$ cat src/rtl/pcb_pkg.sv
package pcb_pkg;
  localparam int SEL_W   = 6;
  localparam int SEL_LSB = 0;
  localparam int COR_BIT = 8;
  localparam int CFG_W   = 16;

  typedef struct packed {
    logic             cor;
    logic [SEL_W-1:0] sel;
  } ctr_cfg_t;

  localparam ctr_cfg_t CFG_RESET = '{cor: 1'b0, sel: {SEL_W{1'b1}}};

  function automatic ctr_cfg_t decode_cfg(input logic [CFG_W-1:0] w);
    ctr_cfg_t c;
    c.sel = w[SEL_LSB +: SEL_W];
    c.cor = w[COR_BIT];
    return c;
  endfunction
endpackage

$ cat src/rtl/pcb_evt_sel.sv
module pcb_evt_sel
  import pcb_pkg::*;
#(
  parameter int NUM_EVT = 54
) (
  input  logic [SEL_W-1:0]   sel_i,
  input  logic [NUM_EVT-1:0] evt_i,
  output logic               hit_o
);
  always_comb begin
    hit_o = 1'b0;
    if (sel_i == '0) begin
      hit_o = 1'b1;
    end else begin
      for (int e = 1; e < NUM_EVT; e++) begin
        if (int'(sel_i) == e) hit_o = evt_i[e];
      end
    end
  end
endmodule

$ cat src/rtl/pcb_ctr.sv
module pcb_ctr #(
  parameter int CTR_W = 64
) (
  input  logic             clk,
  input  logic             rst_n,
  input  logic             hit_i,
  input  logic             clr_i,
  output logic [CTR_W-1:0] cnt_o
);
  logic [CTR_W-1:0] base;

  assign base = clr_i ? '0 : cnt_o;

  always_ff @(posedge clk) begin
    if (!rst_n) cnt_o <= '0;
    else        cnt_o <= base + CTR_W'(hit_i);
  end

  AST_STEP_ONE: assert property (@(posedge clk) disable iff (!rst_n)
    (hit_i && !clr_i) |=> cnt_o == $past(cnt_o) + CTR_W'(1));
  AST_HOLD_IDLE: assert property (@(posedge clk) disable iff (!rst_n)
    (!hit_i && !clr_i) |=> $stable(cnt_o));
  AST_CLR_RESTART: assert property (@(posedge clk) disable iff (!rst_n)
    clr_i |=> cnt_o == CTR_W'($past(hit_i)));
  AST_WRAP_ZERO: assert property (@(posedge clk) disable iff (!rst_n)
    ((&cnt_o) && hit_i && !clr_i) |=> cnt_o == '0);
endmodule

$ cat src/rtl/pcb_bank.sv
module pcb_bank
  import pcb_pkg::*;
#(
  parameter int NUM_CTR = 4,
  parameter int NUM_EVT = 54,
  parameter int CTR_W   = 64,
  localparam int IDX_W  = (NUM_CTR > 1) ? $clog2(NUM_CTR) : 1
) (
  input  logic               clk,
  input  logic               rst_n,
  input  logic [NUM_EVT-1:0] evt_i,
  input  logic               cfg_we,
  input  logic [IDX_W-1:0]   cfg_idx,
  input  logic [CFG_W-1:0]   cfg_wdata,
  input  logic               rd_en,
  input  logic [IDX_W-1:0]   rd_idx,
  output logic               rd_valid,
  output logic [CTR_W-1:0]   rd_data
);
  ctr_cfg_t         cfg_q [NUM_CTR];
  logic [CTR_W-1:0] cnt   [NUM_CTR];
  logic [NUM_CTR-1:0] hit;
  logic [NUM_CTR-1:0] clr;

  for (genvar k = 0; k < NUM_CTR; k++) begin : g_ctr
    always_ff @(posedge clk) begin
      if (!rst_n)                                    cfg_q[k] <= CFG_RESET;
      else if (cfg_we && cfg_idx == IDX_W'(k))       cfg_q[k] <= decode_cfg(cfg_wdata);
    end

    assign clr[k] = rd_en && (rd_idx == IDX_W'(k)) && cfg_q[k].cor;

    pcb_evt_sel #(.NUM_EVT(NUM_EVT)) u_sel (
      .sel_i (cfg_q[k].sel),
      .evt_i (evt_i),
      .hit_o (hit[k])
    );

    pcb_ctr #(.CTR_W(CTR_W)) u_cnt (
      .clk   (clk),
      .rst_n (rst_n),
      .hit_i (hit[k]),
      .clr_i (clr[k]),
      .cnt_o (cnt[k])
    );

    AST_CYCLE_CODE: assert property (@(posedge clk) disable iff (!rst_n)
      (cfg_q[k].sel == '0) |-> hit[k]);
    AST_IDLE_CODE: assert property (@(posedge clk) disable iff (!rst_n)
      (int'(cfg_q[k].sel) >= NUM_EVT) |-> !hit[k]);
    AST_NO_CLEAR_KEEP: assert property (@(posedge clk) disable iff (!rst_n)
      (rd_en && rd_idx == IDX_W'(k) && !cfg_q[k].cor && !hit[k]) |=> $stable(cnt[k]));
  end

  always_ff @(posedge clk) begin
    if (!rst_n) begin
      rd_valid <= 1'b0;
      rd_data  <= '0;
    end else begin
      rd_valid <= rd_en;
      if (rd_en) rd_data <= cnt[rd_idx];
    end
  end

  AST_RD_LATENCY: assert property (@(posedge clk) disable iff (!rst_n)
    rd_en |=> rd_valid);
  AST_NO_STRAY_VALID: assert property (@(posedge clk) disable iff (!rst_n)
    !rd_en |=> !rd_valid);
  AST_CLEAR_TARGETED: assert property (@(posedge clk) disable iff (!rst_n)
    $onehot0(clr));
endmodule

$ cat config.mk
export PLATFORM = sky130hd
export DESIGN_NAME = pcb_bank
export DESIGN_NICKNAME = d
export VERILOG_FILES = /design/src/rtl/pcb_pkg.sv /design/src/rtl/pcb_evt_sel.sv /design/src/rtl/pcb_ctr.sv /design/src/rtl/pcb_bank.sv
export SDC_FILE = /design/constraint.sdc
export NUM_CORES = 1
export LEC_CHECK = 0
export BUFFER_PORTS_ARGS = -buffer_cell sky130_fd_sc_hd__buf_2
export CORE_ASPECT_RATIO = 1.2
export CORE_MARGIN = 10
export CORE_UTILIZATION = 50
export CTS_BUF_LIST = sky130_fd_sc_hd__clkbuf_8
export CTS_CLUSTER_DIAMETER = 60
export DETAILED_ROUTE_END_ITERATION = 12
export PLACE_DENSITY = 0.68
export SYNTH_ARGS = -nofsm -noshare
export SYNTH_HDL_FRONTEND = slang
export SYNTH_HIERARCHICAL = 1
export SYNTH_SLANG_ARGS = --single-unit
$ cat constraint.sdc
create_clock -name clk -period 4.3 [get_ports clk]
set_input_delay 0.215 -clock clk [delete_from_list [all_inputs] [get_ports clk]]
set_output_delay 0.215 -clock clk [all_outputs]
set_load 0.03 [all_outputs]
==> run metrics, run 1 <==
total grt overflow=0; Worst Clk Skew=33.6 ps; Mapped Area=23,200 um^2; CP Capture Type=register; Post-Synth Simple-Gate Area=33.2%; Compound-Gate Fraction of Synth Area=19.9%; Die ar.=between 50,000 and 60,000 um^2; mux contribution to synthesized area=5.65%; number of I/O port buffers=132; die width=approximately 220 um; total of max-cap violations=0; Initial Util=50.4%; drt via density=6.66; GPL Wtd Cong=1.08; Distinct cells, synth=86; core area=45,900 um^2; filler cell count=4,296; top_reg_cell synth=dfxtp_1; worst slew pin tran=997 ps; CP Data Required Time=between 4000 and 5000 ps; area grow syn2layout=14.8%; #FFs+latches synth=349; Util after Layout=57.9%; post-synth net total=slightly below 3,000; Post-Synth XOR/XNOR Area=4.61%; Clock Tree Root=clkbuf_8; asr flop ratio synth=0%; CTS sink cnt=349; initial antenna violation count=2; worst path arrival time=approximately 4700 ps; worst setup path class=register to register; global-route wire length before repair=roughly 140,000 um; antenna viol nets, final=0; die outline height=256 um; DP HPWL=69,700 um; Leakage=between 0.009 and 0.01 uW; pin count of the biggest net entering global routing=about 70; clock buffer depth=3; htree depth=2; Setup TNS=0 ps; Fmax=around 240 MHz; fin. max-slew vios=0; drt wl/cell=25.5 um; Routed WL=94,500 um; cells after synthesis=between 2,000 and 3,000; Peak VDD IR=between 0.2 and 0.3 mV; fraction of layout cells with a size suffix above 1=18.0%; Tcrit/Tclk final=between 90% and 100%; GRT Total Usage=32.2%; Final min period=4200 ps; CTS tree=done; clk slew on worst S/H paths=70 ps; syn avg cell area=8.12 um^2; number of synthesized flops with an enable pin=28; slew margin rel.=about a third; final hold vios=0; 1st-iter DRT viols=~2,900; row count=86; Ys Warns=6; status=finished, final reports clean; final setup vio count=0; main combinational cell family by area after synthesis=simple AND/OR/NAND/NOR gates; PwrDens=286 nW/um^2; clock buffer count from CTS=55; vias=between 20,000 and 25,000; Worst Path Max Fanout=25; Worst-Skew Late Latency=650 ps; nets@finish=3,131; Synth Area in Adders=0.432%; Seq/Total Area, Yosys=roughly a third; number of I/O pins=between 100 and 150; vias in the first global route=23,500; DRC Markers=0; Setup crit start kind=register; 1st-pass router iterations=6; Hold Path Class=input pin to register
## cell usage after synthesis, drive strengths merged, types with 9 or more instances
library cell / instances / share of area [%]
dfxtp: 321 / 28
nor2: 232 / 3.8
a21oi: 197 / 4.3
nand2: 155 / 2.5
nand3: 144 / 3.2
nand4: 131 / 3.6
nor2b: 109 / 2.9
clkbuf: 99 / 1.6
nor3: 99 / 2.1
o21ai: 92 / 2.0
buf: 86 / 2.3
nor4: 82 / 2.2
mux2i: 78 / 3.4
xnor2: 77 / 2.9
o221ai: 75 / 3.6
or3: 58 / 1.6
nand2b: 56 / 1.5
a21o: 55 / 1.8
inv: 51 / 0.83
mux2: 45 / 2.2
xor2: 45 / 1.7
or4: 42 / 1.4
nor3b: 40 / 1.4
and3: 39 / 1.1
o22ai: 37 / 1.0
and2: 33 / 0.89
and4: 30 / 1.1
or2: 30 / 0.81
edfxtp: 28 / 3.6
o31ai: 26 / 0.84
o2111ai: 25 / 0.94
nand4b: 24 / 0.91
nand3b: 19 / 0.67
a311o: 16 / 0.69
a31o: 14 / 0.53
o211ai: 14 / 0.45
and4b: 9 / 0.39
## cells by family (layout without fill, tap and decap cells)
family / Yosys count / count (layout)
simple gates: 1362 / 1362
compound gates: 653 / 653
flops: 349 / 349
buf+inv: 237 / 473
mux: 124 / 124
xor+xnor: 122 / 122
fa+ha+maj: 8 / 8
other cells: 0 / 2
## path summary, 6_finish.rpt
path	slack, ps	to	cells past startpoint	startpoint
hold / removal	80	cfg_q[0][5]$_SDFFCE_PN1P_	3	cfg_idx[1]
setup / recovery	100	g_ctr[1].u_cnt/cnt_o[46]$_SDFF_PN0_	17	cfg_q[1][0]$_SDFFCE_PN1P_
hold reg to reg	510	g_ctr[2].u_cnt/cnt_o[63]$_SDFF_PN0_	2	g_ctr[2].u_cnt/cnt_o[63]$_SDFF_PN0_
setup reg to reg	100	g_ctr[1].u_cnt/cnt_o[46]$_SDFF_PN0_	17	cfg_q[1][0]$_SDFFCE_PN1P_
## per-layer routing
metal / share of wire (%) / GRT usage (%) / vias up
li1: - / - / 11300
met1: 38 / 38.7 / 11700
met2: 46 / 51.9 / 1359
met3: 8.0 / 4.62 / 322
met4: 7.9 / 23.4 / 0
met5: 0 / 0 / -
## placed cells by master, fill, tap and decap left out, drive strengths merged, types with 77 or more instances in the layout
cell,count
buf,311
nor4,82
nand2,155
nand4,131
dfxtp,321
nor3,99
o21ai,92
nor2b,109
xnor2,77
mux2i,78
nor2,232
a21oi,197
nand3,144
## worst max-delay path: stages, from the launching register on
cell and delay, ps:
edfxtp_1 410, buf_12 180, buf_4 180, a221o_1 320, a21oi_1 280, o32a_1 290
o311ai_1 130, a32oi_1 230, ha_1 230, ha_1 180, buf_4 120, nand3b_1 100
nor4_1 340, buf_4 200, nand4_1 300, buf_4 300, o2111ai_1 190, o31ai_1 90
## power breakdown
part	total, uW	internal, uW	switching, uW
Combinational	1200	445	752
Sequential	3430	3350	78.2
Clock	2980	1560	1420
## what timing repair did
| item | CTS | global route |
|---|---|---|
| endpoints found under the setup margin | 26 | 62 |
| gates cloned | 0 | 0 |
| buffers inserted | 3 | 12 |
| hold buffers | 7 | 0 |
| hold endpoints to repair | 26 | 0 |
| pin swaps | 1 | 12 |
| resized for setup | 7 | 34 |
## per-stage QoR
step | setup slack, ps | total power (uW) | area [um^2] | std cells | hold slack, ps
6_report | 102 | 7600 | 26600 | 3709 | 81.6
2_1_floorplan | 286 | 4190 | 23200 | 2855 | 364
4_1_cts | 10.5 | 7590 | 26400 | 3695 | 58.1
5_1_grt | -157 | 7850 | 26600 | 3708 | 99.1
3_5_place_dp | -124 | 4630 | 25100 | 3582 | 485
3_3_place_gp | -88.3 | 4620 | 25100 | 3582 | 490
## registers in the layout (all words and copies together) (netlist names)
name               count
rd_data               64
cfg_q                 28
rd_valid               1
g_ctr.u_cnt/cnt_o    256
## area by class of cell
class	instances	area [um^2]	area share [%]
antenna	2	5.00	0.0188
clock buffer	75	1030	3.88
clock inverter	28	130	0.489
inverter	52	195	0.733
multi-input combinational	2269	15000	56.3
sequential	349	7270	27.3
tap	616	771	2.90
timing repair buffer	318	2230	8.38
(Power assumes the default switching activity.)
==> run 2, diff against run 1 <==
--- a/config.mk
+++ b/config.mk
@@ -5,14 +5,13 @@
 export SDC_FILE = /design/constraint.sdc
 export NUM_CORES = 1
 export LEC_CHECK = 0
-export BUFFER_PORTS_ARGS = -buffer_cell sky130_fd_sc_hd__buf_2
 export CORE_ASPECT_RATIO = 1.2
 export CORE_MARGIN = 10
 export CORE_UTILIZATION = 50
 export CTS_BUF_LIST = sky130_fd_sc_hd__clkbuf_8
 export CTS_CLUSTER_DIAMETER = 60
 export DETAILED_ROUTE_END_ITERATION = 12
-export PLACE_DENSITY = 0.68
+export DONT_BUFFER_PORTS = 1
 export SYNTH_ARGS = -nofsm -noshare
 export SYNTH_HDL_FRONTEND = slang
 export SYNTH_HIERARCHICAL = 1
==> run metrics, run 2 (synthesized netlist as in run 1, its figures left out) <==
GPL Wtd Cong=1.00 (-6.8%); die width=217 um (unchanged); Worst R2R Start=cfg_q[2][1]$_SDFFCE_PN1P_; flop2flop setup slack=150 ps (+50 ps); Routed WL=97,700 um (+3.4%); cell depth of the worst flop-to-flop path=15 (-2); number of I/O port buffers=0 (-100%); total grt overflow=0 (unchanged); most common cell after layout, fill and taps aside=dfxtp_1; Pwr Total=7430 uW (-2.3%); Hold Startpoint=rd_idx[1]; 1st-pass router iterations=9 (+3); placed inst area=24,100 um^2 (-3.9%); slew margin rel.=34.6% (+1.2 points); met3 Use GR=6.88% (+2.3 points); DP Cell Count=3,408 (-4.9%); Clock Tree Root=clkbuf_8; Post-Layout Cell Count=3,556 (-4.1%); antenna viol nets, final=0 (unchanged); crit-path cells=buf_4 > nor4b_1 > a311o_1 > a2111o_1 > a21oi_1 > o21ai_1 > a32oi_1 > ha_1 > ha_1 > and4b_1 > nand2_1 > buf_4 > nor4_1 > a311o_1 > a21oi_1; CP Capture Type=register; nets@finish=2,982 (-4.8%); Largest Register=g_ctr.u_cnt/cnt_o; Setup crit start kind=register; worst path arrival time=4660 ps (-70 ps); vias in the first global route=22,400 (-4.8%); CP Data Required Time=4810 ps (-20 ps); Buffers & Inverters on Critical Path=2 (-3); filler cell count=4,444 (+3.4%); pin count of the biggest net entering global routing=129 (+87%); drt wl/cell=27.5 um (+7.8%); global-route wire length before repair=143,000 um (+1.4%); largest registers=g_ctr.u_cnt/cnt_o (256), rd_data (64), cfg_q (28); number of I/O pins=143 (unchanged); fin. max-slew vios=0 (unchanged); Hold Path Class=input pin to register; fin area=25,900 um^2 (-2.6%); Peak VDD IR=0.371 mV (+35%); vias=23,900 (-3.1%); register area=7270 um^2 (unchanged); die outline height=256 um (unchanged); CTS sink cnt=349 (unchanged); fraction of layout cells with a size suffix above 1=13.0% (-5.0 points); Crit path max-delay family=compound AO/OA/AOI/OAI gates; Final min period=4150 ps (-51.4 ps); Initial Util=50.4% (unchanged); core area=45,900 um^2 (unchanged); Hold Path Stages=3 (unchanged); Worst Path Max Fanout=8 (-68%); Reg2Reg Capture Point=g_ctr[2].u_cnt/cnt_o[56]$_SDFF_PN0_; clock buffer depth=3 (unchanged); Multi-input gate area=15,000 um^2 (about the same); Worst Clk Skew=32.9 ps (-0.746 ps); final hold vios=0 (unchanged); busiest layer in global routing=met2; GRT Total Usage=33.3% (+1.1 points); PwrDens=287 nW/um^2 (+0.34%); CP max stage delay=720 ps (+310 ps); 1st-iter DRT viols=2,356 (-19%); CTS tree=done; DRC Markers=0 (unchanged); Worst-Skew Late Latency=650 ps (about the same); GR Util met2=55.0% (+3.1 points); hold endpoint=rd_data[14]$_SDFFE_PN0P_; status=finished, final reports clean; slowest stage cell on the critical path=nor4_1; final setup vio count=0 (unchanged); initial antenna violation count=4 (+2); DP HPWL=69,600 um (about the same); worst setup path class=register to register; Tcrit/Tclk final=96.4% (-1.2 points); most frequent cells in the layout=dfxtp_1, nor2_1, a21oi_1; Die ar.=55,400 um^2 (unchanged); htree depth=2 (unchanged); worst slew pin tran=971 ps (-26.9 ps); max FFs per register=256 (unchanged); row count=86 (unchanged); drt via density=6.73 (+1.1%); total of max-cap violations=0 (unchanged); Fmax=241 MHz (+1.2%); area grow syn2layout=11.8%; clk slew on worst S/H paths=70 ps (about the same); clock buffer count from CTS=56 (+1.8%); Leakage=0.00869 uW (-6.8%); M1 GR Usage=37.9% (-0.81 points)
## run 2: cell count changes in the layout (fill, tap and decap cells not counted), sizes merged
cell,change
buf,-168
bufinv,+2
clkbuf,-4
clkinv,-4
clkinvlp,-2
diode,+2
dlygate4sd3,+16
inv,+5
## run 2: report_power, final
| group | switching (uW) | leakage, uW | internal (uW) |
|---|---|---|---|
| clock network | 1400 | 0.000657 | 1550 |
| registers | 179 | 0.00287 | 3350 |
| logic | 545 | 0.00516 | 398 |
| total | 2130 | 0.00869 | 5310 |
## run 2: repair_timing
action,CTS,global route
endpoints found under the setup margin,0,89
hold buffers,26,0
endpoints found under the hold margin,156,0
buffers inserted,0,18
resized for setup,0,37
## run 2: routing by layer
layer	share of wire, %	up-vias	wire length (um)
met5	0	-	0
met4	7.7	0	7500
met3	8.5	324	8260
met2	47	1248	46300
met1	36	11400	35600
li1	-	10900	-
## run 2: cell type report
cell class	instances	area share [%]
inverters	52	0.753
diodes	4	0.0386
repair buffers	168	6.08
multi-input cells	2269	57.8
clock inverters	29	0.661
well taps	616	2.97
clock buffers	69	3.66
flip-flops and latches	349	28.0
## run 2: per-stage QoR
stage                     hold slack (ps)  worst slack, ps  setup TNS (ps)  util, %
after floorplan                       364              286               0        -
after global placement                322             53.2               0     52.5
after detailed placement              322             50.7               0     52.5
after global routing                 9.31            -4.49           -4.49     56.4
after CTS                           0.462             23.9               0     55.6
final                                8.15              154               0     56.4
## run 2: how the worst max path moves through the flow
stage,startpoint,end,depth (start not counted),slack [ps]
finish,cfg_q[2][1]$_SDFFCE_PN1P_,g_ctr[2].u_cnt/cnt_o[56]$_SDFF_PN0_,15,150
global route,cfg_q[2][2]$_SDFFCE_PN1P_,g_ctr[2].u_cnt/cnt_o[56]$_SDFF_PN0_,16,-4
floorplan,rd_idx[0],g_ctr[2].u_cnt/cnt_o[40]$_SDFF_PN0_,17,290
global placement,cfg_q[0][1]$_SDFFCE_PN1P_,g_ctr[0].u_cnt/cnt_o[58]$_SDFF_PN0_,15,50
detailed placement,cfg_q[2][2]$_SDFFCE_PN1P_,g_ctr[2].u_cnt/cnt_o[62]$_SDFF_PN0_,15,50
CTS,cfg_q[2][2]$_SDFFCE_PN1P_,g_ctr[2].u_cnt/cnt_o[62]$_SDFF_PN0_,15,20
## run 2: worst register-to-register path: cells and delay by family (launching register included)
kind | cells | cell delay [ps]
AO/OA/AOI/OAI | 7 | 1570
adder cells (fa/ha/maj) | 2 | 470
buffers and inverters | 2 | 370
flip-flops | 1 | 440
AND/OR/NAND/NOR | 4 | 1180
